### src/rtl/pwc_pkg.sv
// Shared types for the page-wrapping address counter.
package pwc_pkg;
    // Kind of address step requested by the protocol controller.
    typedef enum logic {
        STEP_RD = 1'b0,
        STEP_WR = 1'b1
    } step_kind_e;
endpackage

### src/rtl/pwc_addr_step.sv
// Next-address logic. Load wins over increment; a write step counts
// only the low PAGE_W bits, a read step counts the full address.
// Assumes ld_addr and cur are ADDR_W bits wide and PAGE_W < ADDR_W.
module pwc_addr_step
    import pwc_pkg::*;
#(
    parameter int ADDR_W = 11,
    parameter int PAGE_W = 4
) (
    input  logic [ADDR_W-1:0] cur,
    input  logic              ld_en,
    input  logic [ADDR_W-1:0] ld_addr,
    input  logic              inc_en,
    input  step_kind_e        kind,
    output logic [ADDR_W-1:0] nxt
);
    localparam int ROW_W = ADDR_W - PAGE_W;

    logic [ROW_W-1:0]  row_keep;
    logic [PAGE_W-1:0] col_step;

    assign row_keep = cur[ADDR_W-1:PAGE_W];
    assign col_step = cur[PAGE_W-1:0] + PAGE_W'(1);

    // Select the address for the next cycle.
    always_comb begin
        nxt = cur;
        if (ld_en) begin
            nxt = ld_addr;
        end else if (inc_en) begin
            if (kind == STEP_WR) begin
                nxt = {row_keep, col_step};
            end else begin
                nxt = cur + ADDR_W'(1);
            end
        end
    end
endmodule

### src/rtl/pwc_page_buf.sv
// Page write buffer: one data byte and one valid flag per slot, plus
// the row of the bytes held. A write to a slot beats a clear in the
// same cycle, so that byte survives into the next page.
// Assumes slot index is the low address bits of the byte written.
module pwc_page_buf #(
    parameter int NSLOT  = 16,
    parameter int DATA_W = 8,
    parameter int ROW_W  = 7,
    localparam int SLOT_W = $clog2(NSLOT)
) (
    input  logic                      clk,
    input  logic                      rst_n,
    input  logic                      wr_en,
    input  logic [SLOT_W-1:0]         wr_slot,
    input  logic [DATA_W-1:0]         wr_byte,
    input  logic [ROW_W-1:0]          wr_row,
    input  logic                      clr,
    output logic [NSLOT*DATA_W-1:0]   data,
    output logic [NSLOT-1:0]          vld,
    output logic [ROW_W-1:0]          row
);
    for (genvar s = 0; s < NSLOT; s++) begin : g_slot
        logic hit;
        assign hit = wr_en && (wr_slot == SLOT_W'(s));

        // Hold one slot's byte and valid flag.
        always_ff @(posedge clk) begin
            if (!rst_n) begin
                vld[s]                  <= 1'b0;
                data[s*DATA_W +: DATA_W] <= '0;
            end else if (hit) begin
                vld[s]                  <= 1'b1;
                data[s*DATA_W +: DATA_W] <= wr_byte;
            end else if (clr) begin
                vld[s]                  <= 1'b0;
            end
        end
    end

    // Remember the page row of the most recent byte.
    always_ff @(posedge clk) begin
        if (!rst_n) begin
            row <= '0;
        end else if (wr_en) begin
            row <= wr_row;
        end
    end
endmodule

### src/rtl/pwc_commit_stage.sv
// Registers one commit word for the array and pulses its strobe for a
// single cycle. Assumes fire is already qualified by the caller.
module pwc_commit_stage #(
    parameter int NSLOT  = 16,
    parameter int DATA_W = 8,
    parameter int ROW_W  = 7
) (
    input  logic                    clk,
    input  logic                    rst_n,
    input  logic                    fire,
    input  logic [ROW_W-1:0]        in_row,
    input  logic [NSLOT*DATA_W-1:0] in_data,
    input  logic [NSLOT-1:0]        in_mask,
    output logic                    cmt_en,
    output logic [ROW_W-1:0]        cmt_row,
    output logic [NSLOT*DATA_W-1:0] cmt_data,
    output logic [NSLOT-1:0]        cmt_mask
);
    // Capture the buffered page when a commit fires.
    always_ff @(posedge clk) begin
        if (!rst_n) begin
            cmt_en   <= 1'b0;
            cmt_row  <= '0;
            cmt_data <= '0;
            cmt_mask <= '0;
        end else begin
            cmt_en <= fire;
            if (fire) begin
                cmt_row  <= in_row;
                cmt_data <= in_data;
                cmt_mask <= in_mask;
            end
        end
    end
endmodule

### src/rtl/page_wrap_addr_ctr.sv
// Word address counter with page write buffer. Holds the current
// address, steps it with page wrap for writes and full wrap for reads,
// gathers page write bytes and hands them to the array on commit.
// Assumes the protocol controller raises commit_req only on a proper
// stop and discard on any other end of a write burst.
module page_wrap_addr_ctr
    import pwc_pkg::*;
#(
    parameter int ADDR_W = 11,
    parameter int PAGE_W = 4,
    parameter int DATA_W = 8,
    localparam int ROW_W = ADDR_W - PAGE_W,
    localparam int NSLOT = 1 << PAGE_W
) (
    input  logic                    clk,
    input  logic                    rst_n,
    input  logic                    ld_en,
    input  logic [ADDR_W-1:0]       ld_addr,
    input  logic                    inc_en,
    input  logic                    inc_is_wr,
    input  logic                    wdat_vld,
    input  logic [DATA_W-1:0]       wdat,
    input  logic                    commit_req,
    input  logic                    discard,
    output logic [ADDR_W-1:0]       cur_addr,
    output logic [NSLOT*DATA_W-1:0] buf_data,
    output logic [NSLOT-1:0]        buf_vld,
    output logic                    cmt_en,
    output logic [ROW_W-1:0]        cmt_row,
    output logic [NSLOT*DATA_W-1:0] cmt_data,
    output logic [NSLOT-1:0]        cmt_mask
);
    step_kind_e        kind;
    logic [ADDR_W-1:0] addr_nxt;
    logic [ROW_W-1:0]  buf_row;
    logic              fire;

    assign kind = inc_is_wr ? STEP_WR : STEP_RD;
    assign fire = commit_req && !discard && (|buf_vld);

    pwc_addr_step #(.ADDR_W(ADDR_W), .PAGE_W(PAGE_W)) u_step (
        .cur     (cur_addr),
        .ld_en   (ld_en),
        .ld_addr (ld_addr),
        .inc_en  (inc_en),
        .kind    (kind),
        .nxt     (addr_nxt)
    );

    // Current address register.
    always_ff @(posedge clk) begin
        if (!rst_n) begin
            cur_addr <= '0;
        end else begin
            cur_addr <= addr_nxt;
        end
    end

    pwc_page_buf #(.NSLOT(NSLOT), .DATA_W(DATA_W), .ROW_W(ROW_W)) u_buf (
        .clk     (clk),
        .rst_n   (rst_n),
        .wr_en   (wdat_vld),
        .wr_slot (cur_addr[PAGE_W-1:0]),
        .wr_byte (wdat),
        .wr_row  (cur_addr[ADDR_W-1:PAGE_W]),
        .clr     (commit_req || discard),
        .data    (buf_data),
        .vld     (buf_vld),
        .row     (buf_row)
    );

    pwc_commit_stage #(.NSLOT(NSLOT), .DATA_W(DATA_W), .ROW_W(ROW_W)) u_cmt (
        .clk      (clk),
        .rst_n    (rst_n),
        .fire     (fire),
        .in_row   (buf_row),
        .in_data  (buf_data),
        .in_mask  (buf_vld),
        .cmt_en   (cmt_en),
        .cmt_row  (cmt_row),
        .cmt_data (cmt_data),
        .cmt_mask (cmt_mask)
    );
endmodule

### config.mk
export PLATFORM = sky130hd
export DESIGN_NAME = page_wrap_addr_ctr
export DESIGN_NICKNAME = d
export VERILOG_FILES = /design/src/rtl/pwc_pkg.sv /design/src/rtl/pwc_addr_step.sv /design/src/rtl/pwc_page_buf.sv /design/src/rtl/pwc_commit_stage.sv /design/src/rtl/page_wrap_addr_ctr.sv
export SDC_FILE = /design/constraint.sdc
export NUM_CORES = 1
export LEC_CHECK = 0
export CORE_ASPECT_RATIO = 0.9
export CORE_UTILIZATION = 45
export CTS_BUF_LIST = sky130_fd_sc_hd__clkbuf_4
export CTS_CLUSTER_SIZE = 40
export DETAILED_ROUTE_END_ITERATION = 16
export PLACE_DENSITY = 0.87
export SLEW_MARGIN = 15
export SYNTH_ARGS = -nofsm -noshare
export SYNTH_HDL_FRONTEND = slang
export SYNTH_SLANG_ARGS = --single-unit
### constraint.sdc
create_clock -name clk -period 1.8 [get_ports clk]
set_clock_uncertainty 0.05 [all_clocks]
set_input_delay 0.54 -clock clk [delete_from_list [all_inputs] [get_ports clk]]
set_output_delay 0.54 -clock clk [all_outputs]
set_load 0.01 [all_outputs]
# After elaboration in Yosys (flattened, before gate mapping)
# Index checks and enable logic that the tools add are counted.
# word_totals
ff_bits	314
inputBits	27
output_inout_bits	307
elab_cells	118
# op_classes
add_sub_neg	2
eq_ne	16
muxes	21
n_reduce_logical	40
# op_table
operator	count
$reduce_bool A2 Y1	17
$mux W11	3
$eq A4 B4 Y1 const B	8
$logic_and A1 B1 Y1	18
$mux W1	18
$eq A4 B3 Y1 const B	4
$reduce_or A16 Y1	1
$add A11 B1 Y11 const B	1
$eq A4 B2 Y1 const B	2
$add A4 B1 Y4 const B	1
$eq A4 B1 Y1 const B	1
$logic_not A4 Y1	1
$ne A2 B2 Y1 const B	1
$reduce_and A2 Y1	1
$logic_not A1 Y1	1
$logic_or A1 B1 Y1	1

# Longest topological paths before layout
# Gate-level depths: netlist (run 1).
# depth
word_depth	4
mapped_depth	6
ltp_nobuf	5

# By module
# Synthesis (run 1) repeated with hierarchy kept, for this count alone.
# hier_totals
cells_unflattened	1102
area_unflattened_um2	11970.2
# by_module_without_submodules
module	n_inst	cells_each	area_per_inst_um2	seq_area_each_um2
pwc_commit_stage	1	488	5728.0	3042.9
pwc_page_buf	1	528	5527.8	3022.9
page_wrap_addr_ctr	1	30	359.1	220.2
pwc_addr_step	1	56	355.3	0.0

# Worst setup path after synthesis (run 1)
# No wires, ideal clock.
# synth_path
path_type	register to register
start	reg cur_addr[0]
end	reg u_buf.data[24]
setup_time_ps	116
arrival_ps	1576
required_ps	1634
slack_ps	58
path_stages_with_launch	7
n_path_buf	2
synth_period_minus_slack_ps	1742
path_cell_list	dfxtp_1 -> ha_1 -> buf_2 -> nor4bb_1 -> buf_2 -> mux2i_1 -> nor2b_1
# synth_via
elab_chain_len	2
# synth_rtl
item	line_no	rtl
start, declared	page_wrap_addr_ctr.sv:25	output logic [ADDR_W-1:0] cur_addr,
start signal, assigned	page_wrap_addr_ctr.sv:55	cur_addr <= addr_nxt;
$eq A4 B2 Y1	pwc_page_buf.sv:24	assign hit = wr_en && (wr_slot == SLOT_W'(s));
$logic_and A1 B1 Y1	pwc_page_buf.sv:24	
end signal, assigned by index	pwc_page_buf.sv:33	data[s*DATA_W +: DATA_W] <= wr_byte;
end, declared	pwc_page_buf.sv:18	output logic [NSLOT*DATA_W-1:0] data,
# Every way passes these cells.
# A chain may end at the register's enable or synchronous reset.

# Worst setup path after layout (run 1)
# layout_path
start	reg u_buf.vld[0]
end	reg u_cmt.cmt_data[72]
# layout_via
elab_chain_len	2
# layout_rtl
item	line_no	rtl
start, declared	pwc_page_buf.sv:19	output logic [NSLOT-1:0] vld,
start signal, assigned by index	pwc_page_buf.sv:29	vld[s] <= 1'b0;
start signal, assigned by index	pwc_page_buf.sv:32	vld[s] <= 1'b1;
start signal, assigned by index	pwc_page_buf.sv:35	vld[s] <= 1'b0;
$reduce_or A16 Y1	page_wrap_addr_ctr.sv:39	assign fire = commit_req && !discard && (|buf_vld);
$logic_and A1 B1 Y1	page_wrap_addr_ctr.sv:39	
end signal, assigned	pwc_commit_stage.sv:30	cmt_data <= in_data;
end, declared	pwc_commit_stage.sv:16	output logic [NSLOT*DATA_W-1:0] cmt_data,
# Every way passes these cells.

==> results of run 1 <==
==> sequential cells by signal, summed over array words and instances, names as in the netlist <==
name,count
u_buf.row,7
u_buf.data,128
u_buf.vld,16
u_cmt.cmt_mask,16
u_cmt.cmt_data,128
cur_addr,11
u_cmt.cmt_row,7
u_cmt.cmt_en,1
==> power by group through the flow <==
stage	Sequential (mW)	Combinational, mW	Clock (mW)
floorplan	7.27	0.599	0
global placement	7.25	1.21	0
detailed placement	7.25	1.23	0
CTS	7.08	1.27	6.04
global route	7.08	1.49	6.51
finish	7.08	1.43	6.04
==> cell type report <==
| cell class | instances | area share [%] |
|---|---|---|
| sequential | 314 | 35.8 |
| multi-input combinational | 949 | 31.0 |
| timing repair buffer | 567 | 25.4 |
| clock buffer | 114 | 4.59 |
| tap | 354 | 2.38 |
| clock inverter | 20 | 0.658 |
| inverter | 4 | 0.0805 |
| antenna | 3 | 0.0403 |
==> cell usage after synthesis <==
cell type / n / area share [%]
o31a_1: 2 / 0.14
nand2_1: 500 / 15
nand4_2: 1 / 0.10
clkbuf_1: 72 / 2.2
o21ai_0: 7 / 0.28
a21oi_1: 16 / 0.64
o41a_1: 2 / 0.18
and4_1: 4 / 0.28
o211a_1: 2 / 0.16
nand4_1: 6 / 0.30
a21boi_0: 96 / 5.8
buf_6: 9 / 0.81
inv_1: 4 / 0.12
nand4b_1: 9 / 0.63
nand3b_1: 1 / 0.060
a41oi_1: 1 / 0.070
nor3_1: 1 / 0.040
nor4_1: 8 / 0.40
dfxtp_1: 314 / 50
buf_4: 3 / 0.18
o21a_1: 1 / 0.060
ha_1: 4 / 0.40
nor2b_1: 57 / 2.9
and4b_1: 8 / 0.64
a211oi_1: 2 / 0.12
a31oi_1: 2 / 0.10
nand3_1: 2 / 0.080
o311a_1: 3 / 0.24
mux2i_1: 191 / 15
or4_1: 1 / 0.060
o31ai_1: 1 / 0.060
buf_2: 23 / 0.92
nor2_1: 3 / 0.090
nor4bb_1: 4 / 0.32
nand2b_1: 7 / 0.35
xnor2_1: 3 / 0.21
or3_1: 1 / 0.050
and2_1: 3 / 0.15
==> logic make-up (layout without fill, tap and decap cells) <==
group                      count (synthesis)  after routing  share of synthesized area (%)
AOI/OAI and AO/OA                        135            135                           7.85
xor gates and xnor gates                   3              3                          0.211
adders and majority gates                  4              4                          0.402
buffers and inverters                    111            705                           4.21
DFF                                      314            314                           50.5
muxes                                    191            191                           15.4
other                                      0              3                              0
and+or+nand+nor                          616            616                           21.5
==> metrics by stage <==
step                setup slack [ns]  utilization [%]
floorplan                     0.0581                -
global placement              -0.368             62.1
detailed placement            -0.423             62.1
CTS                          -0.0762             65.2
global route                  -0.119             68.8
finish                       -0.0405             68.8
==> layer usage <==
layer	up-vias	GRT usage, %
met4	0	13.1
met2	659	50.2
met5	-	0
met1	5962	34.3
met3	137	5.90
li1	5658	-
==> placed cells by master, fill, tap and decap left out, types with 3 or more instances in the layout <==
master,instances
nand2_1,500
dfxtp_2,224
buf_2,202
mux2i_1,189
buf_4,187
buf_6,117
clkbuf_4,114
a21boi_0,95
dfxtp_1,62
nor2b_1,57
dfxtp_4,28
buf_12,27
clkdlybuf4s50_1,24
a21oi_1,16
clkinv_1,11
nand4b_1,9
and4b_2,8
nand2b_1,7
o21ai_0,7
clkbuf_16,7
nand4_1,6
inv_1,4
nor4_1,4
diode_2,3
nor4bb_4,3
xnor2_1,3
o311a_1,3
ha_1,3
clkinv_2,3
==> worst max path at each step <==
stage | slack (ns) | start | end | cells past startpoint
after detailed placement | -0.42 | discard | u_cmt.cmt_data[51] | 6
after CTS | -0.08 | cur_addr[0] | cur_addr[0] | 2
after global placement | -0.37 | discard | u_cmt.cmt_data[19] | 6
final | -0.04 | u_buf.vld[0] | u_cmt.cmt_data[72] | 7
after floorplan | 0.06 | cur_addr[0] | u_buf.data[24] | 6
after global routing | -0.12 | u_buf.vld[0] | u_cmt.cmt_data[1] | 7
==> timing repair <==
item                                     CTS  global route
pin swaps                                  0            11
buffers inserted                          96            35
resized for setup                       1548           135
endpoints found under the setup margin   460           247
gates cloned                               0             9
==> metrics.yaml, run 1 <==
floorplanning:
  die_x_um: 177
  ios: 334
  dieArea_um2: 28300
  rows: 57
  core-area_um2: 27100
  die_h_um: 160
  initial_core_util_pct: 46.0
cts:
  cts_sinks: 314
  clk_path_buf_depth: 3
  ctsHtreeMaxLevel: 3
  cts_tree: "built"
  path_clk_slew_ns: 0.06
  cts-hold-fix-buffers: 0
  clk_latency_ns: 0.68
  cts-root-buf: "clkbuf_4"
  cts_made_buffers: 81
final_layout:
  n_fill_cell: 1984
  final_cells: 2325
  final-seq-area_um2: 6670
  multi_input_area_um2: 5790
  fin_nets: 1948
  area_growth_pct: 49.8
  fin_area_um2: 18600
  drive_above_1_share_pct: 48.0
critical_path:
  rrSetupSlack_ns: -0.04
  path_max_fanout: 8
  reg2reg_from: "u_buf.vld[0]"
  arrival_ns: 2.36
  max_stage_delay_ns: 0.36
  r2r_cells: 7
  crit_path_end_kind: "flop"
  cp_num_buf_inv: 4
  cpLargestDelayFamily: "buffers and inverters"
  timing.rr.end: "u_cmt.cmt_data[72]"
  worst_path_max_delay_cell: "dfxtp_4"
  critPathLaunchType: "flop"
  path_cells: "buf_6 > nor4_4 > buf_4 > a41oi_4 > clkbuf_16 > buf_8 > mux2i_1"
  worstSetupPathType: "flop to flop"
  required_ns: 2.32
global_routing:
  grt_pass1_wl_um: 64300
  grt_max_degree: 100
  grt_use_total_pct: 29.0
  antenna_found_initial: 1
  grt_pass1_vias: 12011
  gr-total-overflow: 0
placed_design:
  placed_cells: 2048
  place_area_um2: 16800
  gp_congestion: 0.897
  port_buffers: 333
  hpwl_um: 26800
synthesis:
  syn_avg_cell_area_um2: 9.06
  syn_inst: 1374
  synth-seq-cells: 314
  yosys_warnings: 0
  ys_seq_area_share_pct: 50.5
  synth.distinct_cells: 38
  syn-cell-area_um2: 12500
  syn-num-nets: 1405
pwr:
  power.total_mw: 14.5
  worst_ir_drop_vdd_mv: 0.436
  internal_power_mw: 10.8
  power_frac_comb_pct: 9.8
  switching_share_pct: 26.0
  p_leak_nw: 7.73
  seqPwrFrac_pct: 48.6
  power_density_nw_per_um2: 780
  power.switching_mw: 3.78
  p_clk_share_pct: 41.6
run_status:
  violations: "setup timing"
  outcome: "finished, violations left"
route:
  top_layer_used: "met4"
  via_per_inst: 5.34
  wl_per_cell_um: 19.2
  met1_length_um: 17000
  firstDrtPassIters: 5
  dr_wl_met2_um: 22100
  drtAntennaViolNets: 0
  drtIter0Drc: 853
  wl_um: 44700
  wl_met3_um: 3870
  drc: 0
  vias: 12416
sta:
  period_share_pct: 102
  setup_tns_ns: -0.404
  slew_headroom_pct: 72.4
  rsz0062_at_grt: "yes"
  fin_ws_ns: -0.0405
  holdWs_ns: 0.151
  tightest_slew_ns: 0.411
  fmax_mhz: 543
  setup_viol: 27
  min_period_ns: 1.84
  hold_viol: 0
  drv_slew: 0
job:
  drv_cap: 0
worst_hold_path:
  hold_depth: 2
  worstHoldPathType: "primary input to flop"
  worstHoldStart: "rst_n"
  worstHoldEndpoint: "u_buf.data[34]"
Power figures use the tool's default switching activity.
==> run 2, diff against run 1 <==
--- a/config.mk
+++ b/config.mk
@@ -5,12 +5,13 @@
 export SDC_FILE = /design/constraint.sdc
 export NUM_CORES = 1
 export LEC_CHECK = 0
+export CAP_MARGIN = 20
 export CORE_ASPECT_RATIO = 0.9
-export CORE_UTILIZATION = 45
+export CORE_UTILIZATION = 50
 export CTS_BUF_LIST = sky130_fd_sc_hd__clkbuf_4
 export CTS_CLUSTER_SIZE = 40
 export DETAILED_ROUTE_END_ITERATION = 16
-export PLACE_DENSITY = 0.87
+export PLACE_DENSITY = 0.91
 export SLEW_MARGIN = 15
 export SYNTH_ARGS = -nofsm -noshare
 export SYNTH_HDL_FRONTEND = slang
==> constraint.sdc (replaced) <==
create_clock -name clk -period 1.9 [get_ports clk]
set_clock_uncertainty 0.05 [all_clocks]
set_input_delay 0.57 -clock clk [delete_from_list [all_inputs] [get_ports clk]]
set_output_delay 0.57 -clock clk [all_outputs]
set_load 0.01 [all_outputs]
==> run 2 against run 1 <==
Effect of this change: the flow now finishes without violations; critical path depth stayed put; non-clock buffer count is 89 lower; sequential power is 5.4% lower; critical path type unchanged; largest cell class unchanged.
==> metrics.yaml, run 2 (synthesis gave the netlist of run 1 again) <==
sta:
  hold_viol: 0  # unchanged
  slew_headroom_pct: 72.0  # -0.37 points
  min_period_ns: 1.87  # +0.0260 ns
  period_share_pct: 98.2  # -4.0 points
  holdWs_ns: 0.303  # +0.152 ns
  tightest_slew_ns: 0.418  # +0.00681 ns
  setup_tns_ns: 0  # +0.404 ns
  fmax_mhz: 536  # -1.4%
  drv_slew: 0  # unchanged
  setup_viol: 0  # -100%
job:
  drv_cap: 0  # unchanged
final_layout:
  final_common_cell: "nand2_1"
  final_cell_mix: "nand2_1 (500), buf_2 (288), dfxtp_2 (204)"
  area_growth_pct: 35.8
  drive_above_1_share_pct: 43.4  # -4.6 points
  final_core_util_pct: 69.5  # +0.73 points
  top_regs: "u_buf.data: 128 flops, u_cmt.cmt_data: 128 flops"
  fin_nets: 1857  # -4.7%
  n_fill_cell: 1764  # -11%
global_routing:
  use_met2_pct: 54.2  # +4.0 points
  top_usage_layer: "met2"
  antenna_found_initial: 1  # unchanged
  grt_util_met3_pct: 8.08  # +2.2 points
  grt_pass1_vias: 11729  # -2.3%
  grt_pass1_wl_um: 62700  # -2.5%
  gr-total-overflow: 0  # unchanged
  grt_use_met1_pct: 36.6  # +2.3 points
  grt_use_total_pct: 31.7  # +2.7 points
  grt_max_degree: 99  # -1.0%
route:
  wl_per_cell_um: 19.3  # +0.22%
  via_per_inst: 5.44  # +2.0%
  drtIter0Drc: 935  # +9.6%
  drtAntennaViolNets: 0  # unchanged
  firstDrtPassIters: 5  # unchanged
  wl_um: 42100  # -5.9%
  vias: 11886  # -4.3%
  drc: 0  # unchanged
placed_design:
  gp_congestion: 0.839  # -6.4%
  hpwl_um: 26200  # -2.4%
  port_buffers: 333  # unchanged
critical_path:
  path_depth: 7  # unchanged
  required_ns: 2.43  # +0.11 ns
  cp_num_buf_inv: 3  # -1
  rrSetupSlack_ns: 0.03  # +0.07 ns
  max_stage_delay_ns: 0.43  # +0.07 ns
  r2r_cells: 7  # unchanged
  worstSetupPathType: "flop to flop"
  path_cells: "buf_4 > inv_1 > ha_1 > buf_4 > and4_1 > nand2_1 > a21boi_0"
  worst_path_max_delay_cell: "and4_1"
  cpLargestDelayFamily: "simple AND/OR/NAND/NOR gates"
  critPathLaunchType: "flop"
  path_max_fanout: 9  # +1
  crit_path_end_kind: "flop"
  arrival_ns: 2.39  # +0.03 ns
  cp_common_cell: "buf_4"
cts:
  cts-root-buf: "clkbuf_4"
  clk_path_buf_depth: 3  # unchanged
  ctsHtreeMaxLevel: 3  # unchanged
  clk_latency_ns: 0.73  # +0.05 ns
  cts_tree: "built"
  path_clk_slew_ns: 0.07  # about the same
  cts_sinks: 314  # unchanged
  cts_made_buffers: 79  # -2.5%
floorplanning:
  die_h_um: 152  # -5.1%
  rows: 54  # -5.3%
  die_x_um: 168  # -5.1%
  core-area_um2: 24300  # -10%
  dieArea_um2: 25500  # -9.9%
  ios: 334  # unchanged
  initial_core_util_pct: 51.2  # +5.2 points
pwr:
  power_frac_comb_pct: 8.5  # -1.3 points
  p_leak_nw: 7.03  # -9.1%
  power.total_mw: 13.3  # -8.7%
  worst_ir_drop_vdd_mv: 0.640  # +47%
  internal_power_mw: 9.75  # -9.4%
  switching_share_pct: 26.6  # +0.62 points
  power.switching_mw: 3.54  # -6.5%
  p_clk_share_pct: 41.0  # -0.6 points
  seqPwrFrac_pct: 50.4  # +1.8 points
  power_density_nw_per_um2: 785  # +0.69%
run_status:
  outcome: "finished clean"
worst_hold_path:
  worstHoldPathType: "primary input to flop"
  hold_depth: 3  # +1
run 2: changes by cell type in the layout (fill, tap and decap cells not counted), moves of 6 or more:
cell and change:
clkbuf_16 -7, dfxtp_2 -20, buf_4 -58, clkbuf_4 -7, dfxtp_1 +24, buf_6 -113, buf_2 +86, buf_12 -6
clkdlybuf4s15_2 +10
run 2: tightest hold or removal path: cells and delay by family:
family                 cells  cell delay (ns)
buffers and inverters      2             0.31
and+or+nand+nor            1             0.15
run 2: final timing paths:
check,to,startpoint
worst min-delay path,u_buf.vld[3],rst_n
worst max register to register,u_buf.data[104],cur_addr[1]
worst min register to register,u_cmt.cmt_row[5],u_buf.row[5]
worst max-delay path,u_buf.data[104],cur_addr[1]
run 2: metal layers:
| layer | vias up | routed length [um] |
|---|---|---|
| met2 | 613 | 20200 |
| met5 | - | 0 |
| met1 | 5683 | 16700 |
| met3 | 140 | 3360 |
| met4 | 0 | 1880 |
| li1 | 5450 | - |
run 2: stage by stage:
step                      area (um2)  worst slack [ns]  instances
final                          16900            0.0335       2183
after global routing           16900          -0.00882       2182
after detailed placement       16400            -0.374       1972
after global placement         16400            -0.309       1972
after CTS                      17000          0.000217       2176
after floorplan                12500             0.142       1374
run 2: timing repair:
action	in CTS	in global routing
pin swaps	0	1
setup endpoints to repair	307	131
resized for setup	1425	67
setup buffers	77	3
gates cloned	0	1
hold buffers	0	0
run 2: final cells by class:
type	count	area, um2	area share (%)
Sequential cell	314	6630	39.2
Multi-Input combinational cell	949	5720	33.8
Timing Repair Buffer	478	3250	19.2
Clock buffer	107	803	4.75
Tap cell	308	385	2.28
Clock inverter	20	100	0.592
Inverter	4	15.0	0.0888
Antenna cell	3	7.51	0.0444
run 2: power groups by stage:
stage	clock [mW]	sequential, mW	combinational [mW]
after detailed placement	0	6.88	1.09
after floorplan	0	6.89	0.567
after CTS	5.43	6.70	1.11
after global routing	5.82	6.70	1.20
after global placement	0	6.88	1.07
final	5.45	6.70	1.14
